File: src/rtl/bus_cycle_gen.sv
module bus_cycle_gen #(
  parameter int AW = 16,
  parameter int DW = 8
) (
  input  logic          clk,
  input  logic          rst_n,
  input  logic          req,
  input  logic          we,
  input  logic [AW-1:0] addr_i,
  input  logic [DW-1:0] wdata_i,
  output logic          ack,
  output logic [DW-1:0] rdata_o,
  output logic [AW-1:0] bus_addr,
  output logic [DW-1:0] bus_dout,
  output logic          bus_doe,
  input  logic [DW-1:0] bus_din,
  output logic          rd_n,
  output logic          wr_n,
  input  logic          wait_n,
  output logic          bus_clk
);
  localparam logic [2:0] PH_LAST = 3'd7;
  localparam logic [2:0] PH_FALL = 3'd2;
  localparam logic [2:0] PH_RISE = 3'd7;
  localparam logic [2:0] PH_SMP  = 3'd5;

  logic [2:0] ph, ph_nx;
  logic busy, busy_nx, ext, ext_nx, is_wr, is_wr_nx, low_nx, start;

  assign ph_nx    = ph + 3'd1;
  assign start    = !busy && req && (ph == PH_LAST);
  assign is_wr_nx = start ? we : is_wr;

  always_comb begin
    busy_nx = busy;
    if (start) busy_nx = 1'b1;
    else if (busy && ph == PH_LAST && !ext) busy_nx = 1'b0;
    ext_nx = ext;
    if (busy && ph == PH_SMP) ext_nx = !wait_n;
  end

  assign low_nx  = busy_nx && (ext_nx || (ph_nx >= PH_FALL && ph_nx < PH_RISE));
  assign bus_clk = ~ph[2];
  assign bus_doe = busy && is_wr;

  always_ff @(posedge clk or negedge rst_n) begin
    if (!rst_n) begin
      ph       <= '0;
      busy     <= 1'b0;
      ext      <= 1'b0;
      is_wr    <= 1'b0;
      rd_n     <= 1'b1;
      wr_n     <= 1'b1;
      ack      <= 1'b0;
      rdata_o  <= '0;
      bus_addr <= '0;
      bus_dout <= '0;
    end else begin
      ph    <= ph_nx;
      busy  <= busy_nx;
      ext   <= ext_nx;
      is_wr <= is_wr_nx;
      rd_n  <= !(low_nx && !is_wr_nx);
      wr_n  <= !(low_nx && is_wr_nx);
      ack   <= busy && ph == PH_LAST && !ext;
      if (start) begin
        bus_addr <= addr_i;
        bus_dout <= wdata_i;
      end
      if (!rd_n && !(low_nx && !is_wr_nx)) rdata_o <= bus_din;
    end
  end


  strb_excl_chk: assert property (@(posedge clk) disable iff (!rst_n) !(!rd_n && !wr_n));

  addr_hold_chk: assert property (@(posedge clk) disable iff (!rst_n)
    (!rd_n || !wr_n) |-> $stable(bus_addr));

  ack_after_rise_chk: assert property (@(posedge clk) disable iff (!rst_n)
    ($rose(rd_n) || $rose(wr_n)) |=> ack);

  ack_pulse_chk: assert property (@(posedge clk) disable iff (!rst_n) ack |=> !ack);

  fall_on_high_chk: assert property (@(posedge clk) disable iff (!rst_n)
    ($fell(rd_n) || $fell(wr_n)) |-> bus_clk);

  wdata_held_chk: assert property (@(posedge clk) disable iff (!rst_n)
    $rose(wr_n) |-> bus_doe);
endmodule

File: config.mk
export PLATFORM = sky130hd
export DESIGN_NAME = bus_cycle_gen
export DESIGN_NICKNAME = d
export VERILOG_FILES = /design/src/rtl/bus_cycle_gen.sv
export SDC_FILE = /design/constraint.sdc
export NUM_CORES = 1
export LEC_CHECK = 0
export ABC_CLOCK_PERIOD_IN_PS = 2400
export BUFFER_PORTS_ARGS = -buffer_cell sky130_fd_sc_hd__clkbuf_2
export CORE_ASPECT_RATIO = 1.75
export CORE_MARGIN = 3
export CORE_UTILIZATION = 44
export CTS_CLUSTER_DIAMETER = 100
export CTS_CLUSTER_SIZE = 14
export DETAILED_ROUTE_END_ITERATION = 6
export PLACE_DENSITY_LB_ADDON = 0.15
export SYNTH_ARGS = -nofsm -noshare
export SYNTH_HDL_FRONTEND = slang
export SYNTH_SLANG_ARGS = --single-unit
export TNS_END_PERCENT = 1
File: constraint.sdc
create_clock -name clk -period 2.4 [get_ports clk]
set_input_delay 0 -clock clk [delete_from_list [all_inputs] [get_ports clk]]
set_output_delay 0 -clock clk [all_outputs]
set_load 0.02 [all_outputs]
== Yosys cells after proc, flatten, opt, wreduce, memory -nomap -nowiden ==
Cells that the tools add are included.
Word-level totals
  register bits: 41
  output and inout port bits: 37
  logic and storage cells: 39
  input bits: 37
Cells by class
  $lt $le $gt $ge: 2
  bitwise gates (word level): 1
  add/subtract/negate cells: 1
  mux-type cells: 4
  eq/ne operators: 2
  reductions and logical operators: 19
Operator list (number)
  $logic_and 1x1->1: 11
  $logic_not 1->1: 7
  $eq 3x3->1 const B: 2
  $mux 1: 4
  $add 3x1->3 const B: 1
  $ge 3x2->1 const B: 1
  $lt 3x3->1 const B: 1
  $logic_or 1x1->1: 1
  $not 1->1: 1

== Logic depth before layout (Yosys ltp) ==
Gate-level depths: netlist of the first run.
  word-level depth: 9
  mapped depth: 6
  mapped depth without buffers: 6

== Worst setup path after synthesis of the first run ==
OpenSTA, ideal clock, no wires.
  path type: reg-to-reg
  start: register ph[0]
  end: register rdata_o[0]
  data arrival time: 1.860 ns
  library setup time: 0.125 ns
  cell stages (with the launch flop): 7
  data required time: 2.275 ns
  clock period less this slack: 1.985 ns
  setup slack: 0.415 ns
  buffers on the path: 0
  path through: dfrtp_1 > ha_1 > ha_1 > nor3b_1 > o22ai_1 > a31oi_4 > mux2_2
On the way
  elaborated cells between the ends (all ways): 20
  classes of those cells: add/sub: 1; order compare: 2; eq/ne: 2; mux: 4; reduce/logical: 11
RTL lines
  from (decl): line 27  | logic [2:0] ph, ph_nx;
  from (signal assigned): line 59  | ph <= ph_nx;
  $add 3x1->3 (*): line 30  | assign ph_nx = ph + 3'd1;
  named net ph_nx[2]: line 27
  $ge 3x2->1 or $lt 3x3->1 (tied branches): line 42  | assign low_nx = busy_nx && (ext_nx || (ph_nx >= PH_FALL && ph_nx < PH_RISE));
  $logic_and 1x1->1 (*): line 42
  $logic_or 1x1->1 (*): line 42
  $logic_and 1x1->1 (*): line 42
  $logic_and 1x1->1 (*): line 70  | if (!rd_n && !(low_nx && !is_wr_nx)) rdata_o <= bus_din;
  $logic_not 1->1 (*): line 70
  $logic_and 1x1->1 (*): line 70
  to (signal assigned): line 70
  to (decl): line 12  | output logic [DW-1:0] rdata_o,
The timed path passes the listed nets; every way through them passes the cells marked *.
A chain may end at the register's enable or synchronous reset.

== Worst setup path in the final report of the first run ==
  start: register ph[0]
  end: register rdata_o[7]
The elaborated chain is that of the path after synthesis.

==> results of run 1 <==
## power groups by stage
| stage | clock network [W] | registers (W) | logic [W] |
|---|---|---|---|
| after global placement | 0 | 0.000961 | 0.000622 |
| final | 0.000417 | 0.000959 | 0.000675 |
| after floorplan | 0 | 0.00116 | 0.000192 |
| after global routing | 0.000480 | 0.000982 | 0.000722 |
| after detailed placement | 0 | 0.000972 | 0.000638 |
| after CTS | 0.000441 | 0.000958 | 0.000682 |
## per-layer routing
metal | global-route usage [%] | up-vias | part of all wire (%)
met5 | 0 | - | 0
met4 | 7.40 | 0 | 0.68
met3 | 6.43 | 2 | 7.8
met2 | 34.6 | 47 | 58
met1 | 19.5 | 584 | 34
li1 | - | 570 | -
## layout by cell type (no fill, tap or decap)
cell type and n:
and3b_1 1, and2_1 2, ha_1 4, dfstp_2 2, diode_2 1, nor2_1 2, clkbuf_2 73, a21oi_1 1
buf_4 1, clkbuf_1 1, clkinv_2 2, and4_1 1, mux2i_2 1, a31oi_4 1, nand3b_4 1, nand2_1 2
dfrtp_1 39, inv_1 5, a31oi_1 1, dlygate4sd3_1 34, mux2_2 32, o22ai_1 1, nor3b_1 2, clkbuf_8 5
## repair_timing
item,in CTS,in global routing
hold buffers,34,0
hold endpoints to repair,72,0
setup buffers,0,0
setup endpoints to repair,0,0
## critical path: cells and delay by family (launching register included)
kind | cells | cell delay, ns
compound gates | 2 | 0.50
fa+ha+maj | 2 | 0.53
flops | 1 | 0.43
mux | 1 | 0.38
simple gates | 1 | 0.18
## sequential cells by signal, summed over array words and instances, names as in the netlist
name / flops
bus_dout: 8
rdata_o: 8
rd_n: 1
bus_addr: 16
wr_n: 1
is_wr: 1
ph: 3
ack: 1
busy: 1
ext: 1
## metrics by stage
step | util [%] | power (W) | setup slack, ns | cells
after floorplan | - | 0.00135 | 0.415 | 100
after CTS | 71.1 | 0.00208 | 0.222 | 259
after global placement | 58.8 | 0.00158 | 0.321 | 217
after global routing | 71.1 | 0.00218 | 0.113 | 259
after detailed placement | 58.8 | 0.00161 | 0.240 | 217
final | 71.2 | 0.00205 | 0.251 | 260
## logic make-up after synthesis
family | Yosys count | synth area share, %
flip-flops | 41 | 64.3
adder cells (fa/ha/maj) | 4 | 3.13
multiplexers | 33 | 23.4
AO/OA/AOI/OAI | 4 | 2.42
AND/OR/NAND/NOR | 11 | 5.00
buffers and inverters | 7 | 1.80
## cell type report
cell class / instances / area, sq um
Sequential cell: 41 / 1030
Fill cell: 271 / 988
Timing Repair Buffer: 108 / 713
Multi-Input combinational cell: 52 / 543
Clock buffer: 6 / 72.6
Tap cell: 45 / 56.3
Inverter: 5 / 18.8
Clock inverter: 2 / 10.0
Antenna cell: 1 / 2.50
## Yosys cell counts (all sizes together)
master	n	area [sq um]
buf	2	10.0
nor2	2	7.51
o22ai	1	6.26
and3b	1	8.76
inv	5	18.8
dfrtp	39	976
nand2	2	7.51
and2	2	12.5
mux2i	1	13.8
dfstp	2	52.6
a31oi	2	27.5
and4	1	8.76
a21oi	1	5.00
ha	4	50.1
nand3b	1	20.0
nor3b	2	15.0
mux2	32	360
## worst min-delay path by stage
stage | end | cells past startpoint
6_report | ext | 3
3_3_place_gp | bus_dout[5] | 1
3_5_place_dp | bus_dout[5] | 1
4_1_cts | ext | 3
5_1_grt | ext | 3
2_1_floorplan | ack | 0
==> impl_metrics.ini, run 1 <==
[floorplanning]
pin_count = 74
start_util_pct = 46.6
die_h_microns = 85.8
die_w_microns = 51.6
core.rowCount = 28
die_area_sq_um = 4430
coreArea_sq_um = 3430

[run_status]
outcome = complete, no violations

[cells_and_area]
fin_nets = 254
drive_gt1_share_pct = 55.1
synthToLayoutAreaGrowth_pct = 52.8
final_area_sq_um = 2440

[detailed_routing]
drtPass1Iterations = 4
vias = 1203
drc = 0
vias_per_cell = 4.63
first_iter_violations = 13
drt-total-wl_microns = 3680
wl_per_cell_microns = 14.1
drtAntennaViolNets = 0

[worst_setup_path]
cp_max_fo = 8
end_kind = flop
reg2reg_depth = 6
startpoint = ph[0]
critical_path_required_ns = 2.57
r2r_end = rdata_o[7]
cp_cell_sequence = ha_1 > ha_1 > nor3b_1 > o22ai_1 > a31oi_4 > mux2_2
rrSetupSlack_ns = 0.25
reg2reg_from = ph[0]
cpMostUsedCell = ha_1
cp-start-kind = flop
worstSetupPathType = reg2reg
critPathSlowestCell = dfrtp_1
slowest_delay_ns = 0.43
critPathArrivalTime_ns = 2.32
worstSetupEndpoint = rdata_o[7]

[power_and_ir_drop]
p_int_w = 0.00137
seqPwrFrac_pct = 46.7
net-switching-power_w = 0.000681
ir_worst_vdd_mv = 0.767
powerDensity_nw_per_um2 = 839
p_comb_share_pct = 32.9
leakage_nw = 1.23
switching_share_pct = 33.2
clkPwrFrac_pct = 20.3

[timing]
fmax_mhz = 465
final_max_slew_viol_count = 0
rsz0062_at_grt = false
max-slew-margin-rel_pct = 35.6
tns_ns = 0
tightest_slew_ns = 0.966
fin_crit_sh_pct = 89.5
setup_viol = 0
finalHoldViolations = 0
fin_skew_ns = 0.00804
whs_ns = 0.0803
post-route-min-period_ns = 2.15

[global_route]
grt_overflow = 0
grt_max_degree = 42
grt_pass1_wl_microns = 6230
grt_pass1_vias = 1367
track_usage_pct = 19.1
grt_antenna_before_repair = 0

[flow_run]
max_cap_violations = 0

[placed_design]
placed_cell_area_sq_um = 2020
gp_congestion = 0.716
dp.final_hpwl_microns = 2460
port_buffers = 73

[yosys]
syn_nets = 141
avgSynthCellArea_sq_um = 16.0
syn_area_sq_um = 1600
synth_cell_types = 18
ys_ff_latch = 41
ys_seq_area_share_pct = 64.3
postSynthCellCount = 100
ys_warn_count = 0

[clocking]
clkTransAtPathRegs_ns = 0.07
clock_latency_ns = 0.29
cts_resized = 0
cts_buffers = 5
cts-root-buf = clkbuf_8
htreeDepth = 2
cts_tree = built
clock_path_buffers = 2
cts_sinks = 41

[hold_path]
min_from = wait_n
hold_path.class = in2reg
(Power assumes the default switching activity.)
==> run 2: changes to the inputs <==
--- a/config.mk
+++ b/config.mk
@@ -5,6 +5,7 @@
 export SDC_FILE = /design/constraint.sdc
 export NUM_CORES = 1
 export LEC_CHECK = 0
+export ABC_AREA = 1
 export ABC_CLOCK_PERIOD_IN_PS = 2400
 export BUFFER_PORTS_ARGS = -buffer_cell sky130_fd_sc_hd__clkbuf_2
 export CORE_ASPECT_RATIO = 1.75
@@ -13,7 +14,7 @@
 export CTS_CLUSTER_DIAMETER = 100
 export CTS_CLUSTER_SIZE = 14
 export DETAILED_ROUTE_END_ITERATION = 6
-export PLACE_DENSITY_LB_ADDON = 0.15
+export PLACE_DENSITY = 0.76
 export SYNTH_ARGS = -nofsm -noshare
 export SYNTH_HDL_FRONTEND = slang
 export SYNTH_SLANG_ARGS = --single-unit
==> run 2 against run 1 <==
Effect of this change: routed wire length is 1.3% higher; worst setup slack better by 0.30 ns; highest routed layer unchanged; via count is 7.1% higher; design area is 0.56% higher; area after synthesis is 2.5% higher; combinational power is 3.4% lower; clock-buffer cell count is 1 higher; critical path type unchanged; core utilization is 0.32 points lower; first-iteration DRC count is 7.7% higher; hold slack worse by 0.061 ns; final cell count is 10% higher.
==> impl_metrics.ini, run 2 <==
[global_route]
use_met2_pct = 31.5
met3_usage_pct = 4.65
grt_overflow = 0
track_usage_pct = 16.9
grt_most_used_layer = met2
grt_pass1_wl_microns = 5700
grt_pass1_vias = 1348
grt_antenna_before_repair = 0
use_met1_pct = 17.1
grt_max_degree = 42

[timing]
max-slew-margin-rel_pct = 34.9
post-route-min-period_ns = 1.85
tightest_slew_ns = 0.977
final_max_slew_viol_count = 0
whs_ns = 0.0195
fin_skew_ns = 0.00331
tns_ns = 0
setup_viol = 0
fmax_mhz = 542
setup_ws_ns = 0.553
rsz0062_at_grt = false
fin_crit_sh_pct = 76.9
finalHoldViolations = 0

[worst_setup_path]
cp_cell_sequence = ha_1 > ha_1 > nand3_4 > nand2_1 > nand3_4 > nand2_4 > nand2_1 > nand2_1
reg2reg_depth = 8
critPathSlowestCell = dfrtp_1
slowest_delay_ns = 0.42
end_kind = flop
reg2reg_from = ph[0]
cpMostUsedCell = nand2_1
cp-start-kind = flop
rrSetupSlack_ns = 0.55
worstSetupPathType = reg2reg
r2r_end = rdata_o[1]
cp_max_fo = 26
critical_path_required_ns = 2.58
critPathArrivalTime_ns = 2.03

[yosys]
syn_area_sq_um = 1640
postSynthCellCount = 129
synth_common_cells = dfrtp_1 (39), mux2_2 (24), nand2_1 (24)
yosysTopAreaCell = dfrtp_1
synth_cell_types = 17
synth_top_area_share_pct = 59.5
synth_most_common_cell = dfrtp_1
ys_ff_latch = 41
ys_warn_count = 0
ys_async_sr_fraction_pct = 100
ys_seq_area_share_pct = 62.7
synth_area_leaders = dfrtp_1 (59%), mux2_2 (16%), nand2_1 (5.5%)
synthFlopType = dfrtp_1
avgSynthCellArea_sq_um = 12.7
synth_edf_count = 0
syn_nets = 170

[flow_run]
max_cap_violations = 0

[floorplanning]
start_util_pct = 47.3
pin_count = 74
die_w_microns = 52.2
coreArea_sq_um = 3470
die_h_microns = 86.8
die_area_sq_um = 4530
core.rowCount = 28

[cells_and_area]
synthToLayoutAreaGrowth_pct = 49.9
final_area_sq_um = 2460
largest_register = bus_addr
layout_common_cells = clkbuf_2 (73), dfrtp_1 (39), dlygate4sd3_1 (33), nand2_1 (24), mux2_2 (24)
reg_top3 = bus_addr x16, bus_dout x8, rdata_o x8
antenna_cells = 0
fin_nets = 281
regArea_sq_um = 1030
drive_gt1_share_pct = 45.6
largest_reg_flops = 16
multi_input_area_sq_um = 544
nFillCells = 235
final_common_cell = clkbuf_2

[clocking]
cts_sinks = 41
clock_path_buffers = 2
clock_latency_ns = 0.28
cts_setup_buffers = 0
clkTransAtPathRegs_ns = 0.08
cts-root-buf = clkbuf_8
htreeDepth = 2
cts_tree = built
cts_buffers = 5

[run_status]
outcome = complete, no violations

[detailed_routing]
vias = 1288
first_iter_violations = 14
wl_per_cell_microns = 13.0
vias_per_cell = 4.50
drtPass1Iterations = 4
drt-total-wl_microns = 3730
drtAntennaViolNets = 0
drc = 0

[power_and_ir_drop]
powerDensity_nw_per_um2 = 824
leakage_nw = 1.29
ir_worst_vdd_mv = 0.543

[placed_design]
dp.final_hpwl_microns = 2460
gp_congestion = 0.813
port_buffers = 73
dp_slack_ns = 0.530
placed_cell_area_sq_um = 2050

[hold_path]
min_from = wait_n
hold_depth = 4
hold_path.class = in2reg
hold_end = ext
==> run 2: cell types whose count changed in the layout (fill, tap and decap cells not counted), moves of 7 or more <==
cell | previous run | this run
nand3_1 | 0 | 11
inv_1 | 5 | 12
nand2_1 | 2 | 24
mux2_2 | 32 | 24
==> run 2: critical path: cells and delay by family, from the launching register on <==
kind          cells  cell delay (ns)
fa+ha+maj         2             0.44
simple gates      6             0.89
flops             1             0.42
==> run 2: per-stage QoR <==
step | utilization, % | total power [W] | cells
floorplan | - | 0.00133 | 129
global placement | 59.0 | 0.00157 | 245
detailed placement | 59.0 | 0.00157 | 245
CTS | 70.9 | 0.00204 | 286
global route | 70.9 | 0.00215 | 286
finish | 70.9 | 0.00203 | 286
==> run 2: logic make-up after synthesis <==
logic type | share of synthesized area, %
simple gates | 13.3
flops | 62.7
mux | 16.5
buf+inv | 4.12
fa+ha+maj | 3.05
compound gates | 0.305
==> run 2: how the worst max path moves through the flow <==
stage	from	end	slack, ns	cells past startpoint
after detailed placement	ph[0]	rdata_o[1]	0.53	8
final	ph[0]	rdata_o[1]	0.55	8
after floorplan	ph[0]	bus_addr[10]	0.84	5
after global routing	ph[0]	rdata_o[6]	0.39	8
after CTS	ph[0]	rdata_o[6]	0.52	8
after global placement	ph[0]	rdata_o[1]	0.58	8
==> run 2: area by class of cell <==
type	instances	area share (%)
repair buffers	106	28.3
inverters	14	2.14
clock inverters	1	0.204
well taps	45	2.29
flip-flops and latches	41	41.8
multi-input cells	72	22.1
clock buffers	7	3.10
==> run 2: layer usage <==
metal  wire (microns)  vias to the layer above
li1                 -                      645
met1             1420                      582
met2             1970                       52
met3              261                        9
met4               76                        0
met5                0                        -
==> run 2: timing repair <==
item                                   CTS  global route
endpoints found under the hold margin   71             0
hold buffers                            33             0
gates resized for setup                  0             0
setup endpoints to repair                0             0
==> run 2: where the power goes <==
group	internal [W]	total [W]	switching [W]	leakage, nW
Clock	0.000204	0.000424	0.000220	0.0422
Sequential	0.000858	0.000950	0.0000912	0.499
Combinational	0.000259	0.000652	0.000393	0.751
